===== config.mk =====
export PLATFORM = sky130hd
export DESIGN_NAME = i2c_txgen
export DESIGN_NICKNAME = d
export VERILOG_FILES = /design/src/rtl/i2c_txgen_pkg.sv /design/src/rtl/i2c_txgen_regs.sv /design/src/rtl/i2c_txgen_seq.sv /design/src/rtl/i2c_txgen.sv
export SDC_FILE = /design/constraint.sdc
export NUM_CORES = 1
export LEC_CHECK = 0
export BUFFER_PORTS_ARGS = -buffer_cell sky130_fd_sc_hd__buf_2
export CAP_MARGIN = 10
export CORE_ASPECT_RATIO = 1.2
export CORE_MARGIN = 2
export CORE_UTILIZATION = 55
export CTS_CLUSTER_DIAMETER = 40
export DETAILED_ROUTE_END_ITERATION = 6
export PLACE_DENSITY = 0.76
export SKIP_LAST_GASP = 1
export SLEW_MARGIN = 20
export SYNTH_ARGS = -nofsm -noshare
export SYNTH_HDL_FRONTEND = slang
export SYNTH_SLANG_ARGS = --single-unit

===== constraint.sdc =====
create_clock -name clk_i -period 2.2 [get_ports clk_i]
set_input_delay 0.22 -clock clk_i [delete_from_list [all_inputs] [get_ports clk_i]]
set_output_delay 0.22 -clock clk_i [all_outputs]
set_load 0.02 [all_outputs]

===== src/rtl/i2c_txgen_pkg.sv =====
package i2c_txgen_pkg;
  localparam int DW    = 32;
  localparam int MAXB  = 8;
  localparam int LENW  = $clog2(MAXB);
  localparam int CTRLW = 21;
  localparam int RAW   = 3;

  localparam int CB_WR = 0;
  localparam int CB_RD = 1;
  localparam int CB_EN = 19;

  typedef enum logic [2:0] {
    ENG_NONE = 3'd0, ENG_START = 3'd1, ENG_RESTART = 3'd2,
    ENG_WRITE = 3'd3, ENG_READ = 3'd4, ENG_STOP = 3'd5
  } eng_cmd_e;

  typedef enum logic [RAW-1:0] {
    REG_CTRL = 3'd0, REG_TXL = 3'd1, REG_TXH = 3'd2, REG_RXL = 3'd3,
    REG_RXH = 3'd4, REG_STAT = 3'd5, REG_CAUSE = 3'd6, REG_MASK = 3'd7
  } reg_sel_e;

  // packed from bit 20 down to bit 0; software decodes these positions
  typedef struct packed {
    logic            rs;
    logic            en;
    logic [LENW-1:0] rxl;
    logic [LENW-1:0] txl;
    logic            ext;
    logic [9:0]      addr;
    logic            rd;
    logic            wr;
  } ctrl_t;

  function automatic logic [7:0] addr_byte(logic [9:0] a, logic ext, logic dir);
    return ext ? {5'b11110, a[9:8], dir} : {a[6:0], dir};
  endfunction
endpackage


===== src/rtl/i2c_txgen_regs.sv =====
module i2c_txgen_regs
  import i2c_txgen_pkg::*;
(
  input  logic            clk_i,
  input  logic            rst_ni,
  input  logic            we_i,
  input  logic [RAW-1:0]  addr_i,
  input  logic [DW-1:0]   wdata_i,
  input  logic            busy_i,
  input  logic            launch_i,
  input  logic            rx_we_i,
  input  logic [LENW-1:0] rx_idx_i,
  input  logic [7:0]      rx_byte_i,
  input  logic [LENW-1:0] tx_idx_i,
  input  logic            fin_i,
  input  logic            fin_err_i,
  output logic [DW-1:0]   rdata_o,
  output ctrl_t           ctrl_o,
  output logic [7:0]      tx_byte_o,
  output logic            cause_o,
  output logic            mask_o
);
  localparam int TXW = 2 * DW;

  ctrl_t          ctrl_q;
  logic [TXW-1:0] tx_q;
  logic [7:0]     rx_b [MAXB];
  logic [TXW-1:0] rx_flat;
  logic           cause_q, mask_q, err_q;
  logic           sw_wr;

  assign sw_wr = we_i && !busy_i;

  always_ff @(posedge clk_i or negedge rst_ni) begin
    if (!rst_ni) begin
      ctrl_q <= '0;
      tx_q   <= '0;
    end else if (sw_wr) begin
      case (addr_i)
        REG_CTRL: ctrl_q         <= ctrl_t'(wdata_i[CTRLW-1:0]);
        REG_TXL:  tx_q[DW-1:0]   <= wdata_i;
        REG_TXH:  tx_q[TXW-1:DW] <= wdata_i;
        default: ;
      endcase
    end
  end

  always_ff @(posedge clk_i or negedge rst_ni) begin
    if (!rst_ni) begin
      cause_q <= 1'b0;
      mask_q  <= 1'b0;
      err_q   <= 1'b0;
    end else begin
      if (fin_i) cause_q <= 1'b1;
      else if (we_i && addr_i == REG_CAUSE) cause_q <= 1'b0;
      if (we_i && addr_i == REG_MASK) mask_q <= wdata_i[0];
      if (launch_i) err_q <= 1'b0;
      else if (fin_i) err_q <= fin_err_i;
    end
  end

  for (genvar g = 0; g < MAXB; g++) begin : g_rx
    always_ff @(posedge clk_i or negedge rst_ni) begin
      if (!rst_ni) rx_b[g] <= '0;
      else if (launch_i) rx_b[g] <= '0;
      else if (rx_we_i && rx_idx_i == LENW'(g)) rx_b[g] <= rx_byte_i;
    end
    assign rx_flat[8*g +: 8] = rx_b[g];
  end

  assign tx_byte_o = tx_q[{tx_idx_i, 3'b000} +: 8];
  assign ctrl_o    = ctrl_q;
  assign cause_o   = cause_q;
  assign mask_o    = mask_q;

  always_comb begin
    rdata_o = '0;
    case (addr_i)
      REG_CTRL:  rdata_o = {{(DW-CTRLW){1'b0}}, ctrl_q};
      REG_TXL:   rdata_o = tx_q[DW-1:0];
      REG_TXH:   rdata_o = tx_q[TXW-1:DW];
      REG_RXL:   rdata_o = rx_flat[DW-1:0];
      REG_RXH:   rdata_o = rx_flat[TXW-1:DW];
      REG_STAT:  rdata_o[0] = err_q;
      REG_CAUSE: rdata_o[0] = cause_q;
      REG_MASK:  rdata_o[0] = mask_q;
      default: ;
    endcase
  end
endmodule


===== src/rtl/i2c_txgen_seq.sv =====
module i2c_txgen_seq
  import i2c_txgen_pkg::*;
(
  input  logic            clk_i,
  input  logic            rst_ni,
  input  logic            launch_i,
  input  ctrl_t           ctrl_i,
  input  logic            eng_done_i,
  input  logic            eng_ack_i,
  input  logic [7:0]      tx_byte_i,
  output logic            eng_req_o,
  output eng_cmd_e        eng_cmd_o,
  output logic [7:0]      eng_wdata_o,
  output logic            eng_last_o,
  output logic [LENW-1:0] idx_o,
  output logic            rx_we_o,
  output logic            fin_o,
  output logic            fin_err_o,
  output logic            busy_o
);
  typedef enum logic [3:0] {
    ST_IDLE, ST_START, ST_ADDR1, ST_ADDR2, ST_WR,
    ST_RSTART, ST_RADDR, ST_RD, ST_STOP
  } st_e;

  st_e             st_q;
  logic [LENW-1:0] idx_q;
  logic            err_q;
  logic            do_rd;

  // read phase needs repeated start when a write precedes it
  assign do_rd = ctrl_i.rd && (!ctrl_i.wr || ctrl_i.rs);

  always_ff @(posedge clk_i or negedge rst_ni) begin
    if (!rst_ni) begin
      st_q  <= ST_IDLE;
      idx_q <= '0;
      err_q <= 1'b0;
    end else if (launch_i) begin
      st_q  <= ST_START;
      idx_q <= '0;
      err_q <= 1'b0;
    end else if (eng_done_i && st_q != ST_IDLE) begin
      if (!eng_ack_i && (st_q == ST_ADDR1 || st_q == ST_ADDR2 ||
                         st_q == ST_WR || st_q == ST_RADDR)) begin
        err_q <= 1'b1;
        st_q  <= ST_STOP;
      end else begin
        case (st_q)
          ST_START:  st_q <= ST_ADDR1;
          ST_ADDR1:  st_q <= ctrl_i.ext ? ST_ADDR2 : (ctrl_i.wr ? ST_WR : ST_RD);
          ST_ADDR2:  st_q <= ctrl_i.wr ? ST_WR : ST_RD;
          ST_WR:
            if (idx_q == ctrl_i.txl) begin
              idx_q <= '0;
              st_q  <= do_rd ? ST_RSTART : ST_STOP;
            end else idx_q <= idx_q + 1'b1;
          ST_RSTART: st_q <= ST_RADDR;
          ST_RADDR:  st_q <= ST_RD;
          ST_RD:
            if (idx_q == ctrl_i.rxl) st_q <= ST_STOP;
            else idx_q <= idx_q + 1'b1;
          default:   st_q <= ST_IDLE;
        endcase
      end
    end
  end

  always_comb begin
    eng_cmd_o   = ENG_NONE;
    eng_wdata_o = '0;
    case (st_q)
      ST_START:  eng_cmd_o = ENG_START;
      ST_ADDR1: begin
        eng_cmd_o   = ENG_WRITE;
        eng_wdata_o = addr_byte(ctrl_i.addr, ctrl_i.ext, !ctrl_i.wr);
      end
      ST_ADDR2: begin
        eng_cmd_o   = ENG_WRITE;
        eng_wdata_o = ctrl_i.addr[7:0];
      end
      ST_WR: begin
        eng_cmd_o   = ENG_WRITE;
        eng_wdata_o = tx_byte_i;
      end
      ST_RSTART: eng_cmd_o = ENG_RESTART;
      ST_RADDR: begin
        eng_cmd_o   = ENG_WRITE;
        eng_wdata_o = addr_byte(ctrl_i.addr, ctrl_i.ext, 1'b1);
      end
      ST_RD:     eng_cmd_o = ENG_READ;
      ST_STOP:   eng_cmd_o = ENG_STOP;
      default: ;
    endcase
  end

  assign eng_req_o  = st_q != ST_IDLE;
  assign eng_last_o = st_q == ST_RD && idx_q == ctrl_i.rxl;
  assign idx_o      = idx_q;
  assign rx_we_o    = st_q == ST_RD && eng_done_i;
  assign fin_o      = st_q == ST_STOP && eng_done_i;
  assign fin_err_o  = err_q;
  assign busy_o     = st_q != ST_IDLE;
endmodule


===== src/rtl/i2c_txgen.sv =====
module i2c_txgen
  import i2c_txgen_pkg::*;
(
  input  logic          clk_i,
  input  logic          rst_ni,
  input  logic          reg_we_i,
  input  logic [2:0]    reg_addr_i,
  input  logic [31:0]   reg_wdata_i,
  output logic [31:0]   reg_rdata_o,
  output logic          irq_o,
  output logic          eng_req_o,
  output logic [2:0]    eng_cmd_o,
  output logic [7:0]    eng_wdata_o,
  output logic          eng_last_o,
  input  logic          eng_done_i,
  input  logic          eng_ack_i,
  input  logic [7:0]    eng_rdata_i
);
  ctrl_t           ctrl_w;
  eng_cmd_e        cmd_w;
  logic [7:0]      tx_byte_w;
  logic [LENW-1:0] idx_w;
  logic            busy_w, launch_w, rx_we_w, fin_w, fin_err_w, cause_w, mask_w;

  assign launch_w = reg_we_i && reg_addr_i == REG_CTRL && reg_wdata_i[CB_EN] &&
                    (reg_wdata_i[CB_WR] || reg_wdata_i[CB_RD]) && !busy_w;

  i2c_txgen_regs u_regs (
    .clk_i     (clk_i),
    .rst_ni    (rst_ni),
    .we_i      (reg_we_i),
    .addr_i    (reg_addr_i),
    .wdata_i   (reg_wdata_i),
    .busy_i    (busy_w),
    .launch_i  (launch_w),
    .rx_we_i   (rx_we_w),
    .rx_idx_i  (idx_w),
    .rx_byte_i (eng_rdata_i),
    .tx_idx_i  (idx_w),
    .fin_i     (fin_w),
    .fin_err_i (fin_err_w),
    .rdata_o   (reg_rdata_o),
    .ctrl_o    (ctrl_w),
    .tx_byte_o (tx_byte_w),
    .cause_o   (cause_w),
    .mask_o    (mask_w)
  );

  i2c_txgen_seq u_seq (
    .clk_i       (clk_i),
    .rst_ni      (rst_ni),
    .launch_i    (launch_w),
    .ctrl_i      (ctrl_w),
    .eng_done_i  (eng_done_i),
    .eng_ack_i   (eng_ack_i),
    .tx_byte_i   (tx_byte_w),
    .eng_req_o   (eng_req_o),
    .eng_cmd_o   (cmd_w),
    .eng_wdata_o (eng_wdata_o),
    .eng_last_o  (eng_last_o),
    .idx_o       (idx_w),
    .rx_we_o     (rx_we_w),
    .fin_o       (fin_w),
    .fin_err_o   (fin_err_w),
    .busy_o      (busy_w)
  );

  assign eng_cmd_o = cmd_w;
  assign irq_o     = cause_w && mask_w;
endmodule


# Word-level counts from Yosys, hierarchy flattened
# Index checks and enable logic that the tools add are counted.
# op_classes
n_reduce_logical,53
add_sub_neg,1
n_eq_ne,28
mux,44
shifts,1
# op_table
cell,n
case mux 31 bit (5 select lines),1
two-way mux 8 bit,18
indexed part select 64 x 7 -> 8 bit,1
case mux 8 bit (4 select lines),1
two-way mux 4 bit,7
case mux 4 bit (7 select lines),1
"equality test 3 bit, second input constant",8
nonzero test 2 bit,12
logical AND 1 bit,22
"equality test 4 x 3 -> 1 bit, second input constant",4
two-way mux 3 bit,5
case mux 3 bit (5 select lines),1
"equality test 3 x 2 -> 1 bit, second input constant",4
"equality test 4 x 2 -> 1 bit, second input constant",2
case mux 1 bit (8 select lines),1
AND reduction 2 bit,4
two-way mux 1 bit,7
"equality test 3 x 1 -> 1 bit, second input constant",2
equality test 3 bit,2
logical NOT 3 bit,2
case mux 3 bit (2 select lines),1
logical OR 1 bit,5
"equality test 4 x 1 -> 1 bit, second input constant",1
"equality test 4 bit, second input constant",1
other kinds (12),14
# totals
in_bits,48
register_bits,160
output_inout_bits,46
word_cells,151

# Depth between registers and ports, before layout
# logic_depth
ltp_word,9
mapped_depth,7

# By module
# Synthesis repeated with hierarchy kept, for this count alone.
# unflattened
cells_unflattened,770
area_unflattened_um2,8572.0
# by_module_without_submodules
module,area_per_inst_um2,seq_area_each_um2,n_inst,cells_each
i2c_txgen_regs,7578.5,3803.6,1,645
i2c_txgen_seq,959.7,200.2,1,121
i2c_txgen,33.8,0.0,1,4

# Least setup slack after synthesis
# Ideal clock, no wire load.
# synth_path
path_kind,flip-flop to output port
startpoint,reg u_seq.idx_q[0] (netlist: u_seq.idx_o[0])
endpoint,out eng_wdata_o[2]
path_slack_ns,0.186
arrival_time_ns,1.794
stages_incl_launch_ff,6
required_time_ns,1.980
path_cell_list,dfrtp_1 -> buf_4 -> buf_2 -> mux4_2 -> mux2i_1 -> o221ai_1
# synth_between
elab_chain_cells,2
# synth_rtl
element,line,text
start: declaration,i2c_txgen_seq.sv:27,logic [LENW-1:0] idx_q;
start signal: assignment,i2c_txgen_seq.sv:57,end else idx_q <= idx_q + 1'b1;
start signal: assignment,i2c_txgen_seq.sv:62,else idx_q <= idx_q + 1'b1;
indexed part select 64 x 7 -> 8 bit,i2c_txgen_regs.sv:71,"assign tx_byte_o = tx_q[{tx_idx_i, 3'b000} +: 8];"
case mux 8 bit (4 select lines),i2c_txgen_seq.sv:72,case (st_q)
end: declaration,i2c_txgen.sv:13,"output logic [7:0] eng_wdata_o,"
# Every way passes these cells.

# Final worst setup path
# layout_path
startpoint,reg u_seq.idx_q[0] (netlist: u_seq.idx_o[0])
endpoint,out eng_wdata_o[3]
# The elaborated chain is that of the path after synthesis.

==> results.txt <==
Run status = finished, violations left
Failing checks = setup timing
Slew margin rel. = 57.9%
DRC violations left = 0
Synthesis-stage register bit count = 160
Final ANT Viol Nets = 0
Distinct cells, synth = 52
Final WL = 24700 µm
Worst R2R Start = u_seq.st_q[3]
Post-DP HPWL = 17500 µm
CTS buffer count = 17
Hold Slack = 0.0276 ns
Sequential fraction of the synthesis area = 47.8%
Worst r2r dst = u_regs.rx_b[10]
Ports = 94
Post-Synth XOR/XNOR Area = 0.628%
Critical-path cell list = clkbuf_16 -> mux4_2 -> mux2i_1 -> o221ai_1 -> buf_4
Starting Density = 56.0%
Die width = 117 µm
Maximum vdd drop = 0.000582 V
Share of cells above drive strength 1 = 35.8%
CTS Sinks = 160
Post-synthesis adder-cell area fraction = 0.896%
Post-Syn Area = 0.00837 mm²
Final period util = 106%
CTS tree = built
Skew final = 0.00727 ns
Pin count of the biggest net entering global routing = 67
Pre-antenna DRT Iters = 6
Max FO, Critical Path = 7
Cell Pwr Density = 1090 mW/mm²
Initial antenna violation count = 1
Synth Area in Compound Gates = 9.22%
Layout area overhead = 19.0%
Largest family of logic cells by synthesized area = multiplexers
Asr flop ratio synth = 100%
Setup WS post-layout = -0.125 ns
CP Data Required Time = 1.98 ns
Max-slew violations = 0
Final hold vios = 0
First-pass GRT wire length = 38500 µm
Crit Path Category = reg2out
Ys flop type = dfrtp_1
Number of max-cap violations = 0
Post-Synth Simple-Gate Area = 9.77%
Clk root buf = clkbuf_16
Nets = 867
Slew @ Worst Pin = 0.631 ns
Number of flops mapped to enable cells by yosys = 0
CTS H-tree depth = 4
Routed vias = 6574
Longest Clk Path Bufs = 2
Minimum clock period = 2.32 ns
Register-to-register setup slack = 0.19 ns
Hold Crit Start = reg_wdata_i[27]
Antenna Cells = 0
Mapped Avg Cell Area = 11.8 µm²
GP Congestion = 0.913
Mux share of post-synthesis cell area = 28.1%
Reg2reg path depth = 5
Die Ht = 139 µm
Initial DRC count = 665
Share of the synthesized area in the top cell type = 47.8%
Clk_lat worst skew = 0.43 ns
CP max-delay cell = mux4_2
P_leak = 0.00517 µW
Syn nets = 766
HP Class = in2reg
Worst setup EP type = primary output
Hold Path End = u_regs.tx_q[59]
Final setup viols = 8
Row count = 49
Fmax = 0.430 GHz
DR WL/cell = 24.0 µm
Synth Instances = 712
DR vias/cell = 6.39
Setup TNS = -0.814 ns
RSZ-0062 raised after global routing = true
Gr ovfl total = 0
Crit path launch type = register
Arr. time, crit path = 2.10 ns
Core Region = 0.0150 mm²
Vias in the first global route = 6691
Setup WS pre-CTS = 0.164 ns
Gr usage total = 31.9%
Yosys warnings = 0
Die Area = 0.0162 mm²
Cell taking the most area after synthesis = dfrtp_1
Port Buf Inserts = 93
Clk slew on worst S/H paths = 0.07 ns
Hold path depth = 2
Largest stage delay, worst path = 0.49 ns
Top cells by area, synth = dfrtp_1 48%, mux2i_1 12%, mux2_2 11%, mux4_2 4.3%, nor2_1 3.4%
==> worst max-delay path: cells and delay by family, from the launching register on <==
family	cells	cell delay (ns)
flops	1	0.45
mux	2	0.70
buf+inv	2	0.37
compound gates	1	0.15
==> Yosys cell counts, drive strengths merged (3+ instances only) <==
master  instances
dfrtp         160
mux2i         101
mux2           87
nor2           76
nand2          44
clkbuf         30
o21ai          28
buf            26
a22oi          23
a221o          20
mux4           16
nand2b         12
inv            10
nand4          10
o221ai          8
ha              6
nand3           6
xnor2           6
a21oi           4
a31oi           3
nor4            3
o211ai          3
o22ai           3
==> layout make-up <==
class | count | area [µm²]
tap | 204 | 255
timing repair buffer | 138 | 951
fill | 1166 | 4990
sequential | 160 | 4010
clock buffer | 19 | 443
multi-input combinational | 486 | 4110
clock inverter | 12 | 160
inverter | 10 | 37.5
==> where the power goes <==
group	leakage [µW]	internal [µW]	switching, µW
Clock	0.000287	1820	1230
Sequential	0.00206	3780	969
Combinational	0.00282	1580	1480
Total	0.00517	7170	3680
==> layer usage <==
metal  GRT usage, %  part of all wire (%)  vias up
li1               -                     -     2816
met1           43.4                    41     3384
met2           49.4                    48      311
met3           7.08                   7.4       63
met4           13.6                   3.5        0
met5              0                     0        -
==> layout by cell type (no fill, tap or decap), drive strengths merged, types with 16 or more instances in the layout <==
cell type	instances
mux4	16
nor2	76
mux2i	101
clkbuf	20
buf	136
a221o	20
nand2	44
o21ai	28
mux2	87
a22oi	23
dfrtp	160
==> timing repair <==
action / CTS / global route
pin swaps: 1 / 7
endpoints found under the setup margin: 8 / 9
setup buffers: 4 / 0
hold buffers: 1 / 0
cloned: 0 / 1
resized for setup: 10 / 8
hold endpoints to repair: 62 / 0
==> cell families (layout without fill, tap and decap cells) <==
family          Yosys count  in the layout
compound gates          103            103
xor+xnor                  6              6
fa+ha+maj                 6              6
buf+inv                  66            179
flops                   160            160
mux                     204            204
simple gates            167            167
==> sequential cells by signal, indices dropped and copies added, names as in the netlist <==
| register | flops |
|---|---|
| u_regs.rx_b | 64 |
| u_seq.fin_err_o | 1 |
| u_regs.cause_o | 1 |
| u_regs.tx_q | 64 |
| u_regs.err_q | 1 |
| u_seq.idx_o | 3 |
| u_seq.st_q | 4 |
| u_regs.mask_o | 1 |
| u_regs.ctrl_o | 21 |
==> metrics by stage <==
stage | power (µW) | std cells | utilization, % | cell area, µm²
6_report | 10900 | 1029 | 66.6 | 9970
4_1_cts | 10800 | 1029 | 66.4 | 9930
5_1_grt | 11300 | 1029 | 66.6 | 9970
3_3_place_gp | 7530 | 993 | 61.9 | 9260
2_1_floorplan | 6460 | 712 | - | 8370
3_5_place_dp | 7670 | 993 | 61.9 | 9260
==> worst max path at each step <==
stage                              start         endpoint  slack (ns)
final                     u_seq.idx_o[0]   eng_wdata_o[3]       -0.12
after global routing      u_seq.idx_o[0]   eng_wdata_o[3]       -0.19
after CTS                 u_seq.idx_o[0]   eng_wdata_o[5]       -0.11
after detailed placement   u_seq.st_q[0]  u_regs.rx_b[15]        0.16
after global placement     u_seq.st_q[0]   eng_wdata_o[7]        0.19
after floorplan           u_seq.idx_o[0]   eng_wdata_o[2]        0.19
Note: power is estimated with default switching activity, not from simulation.
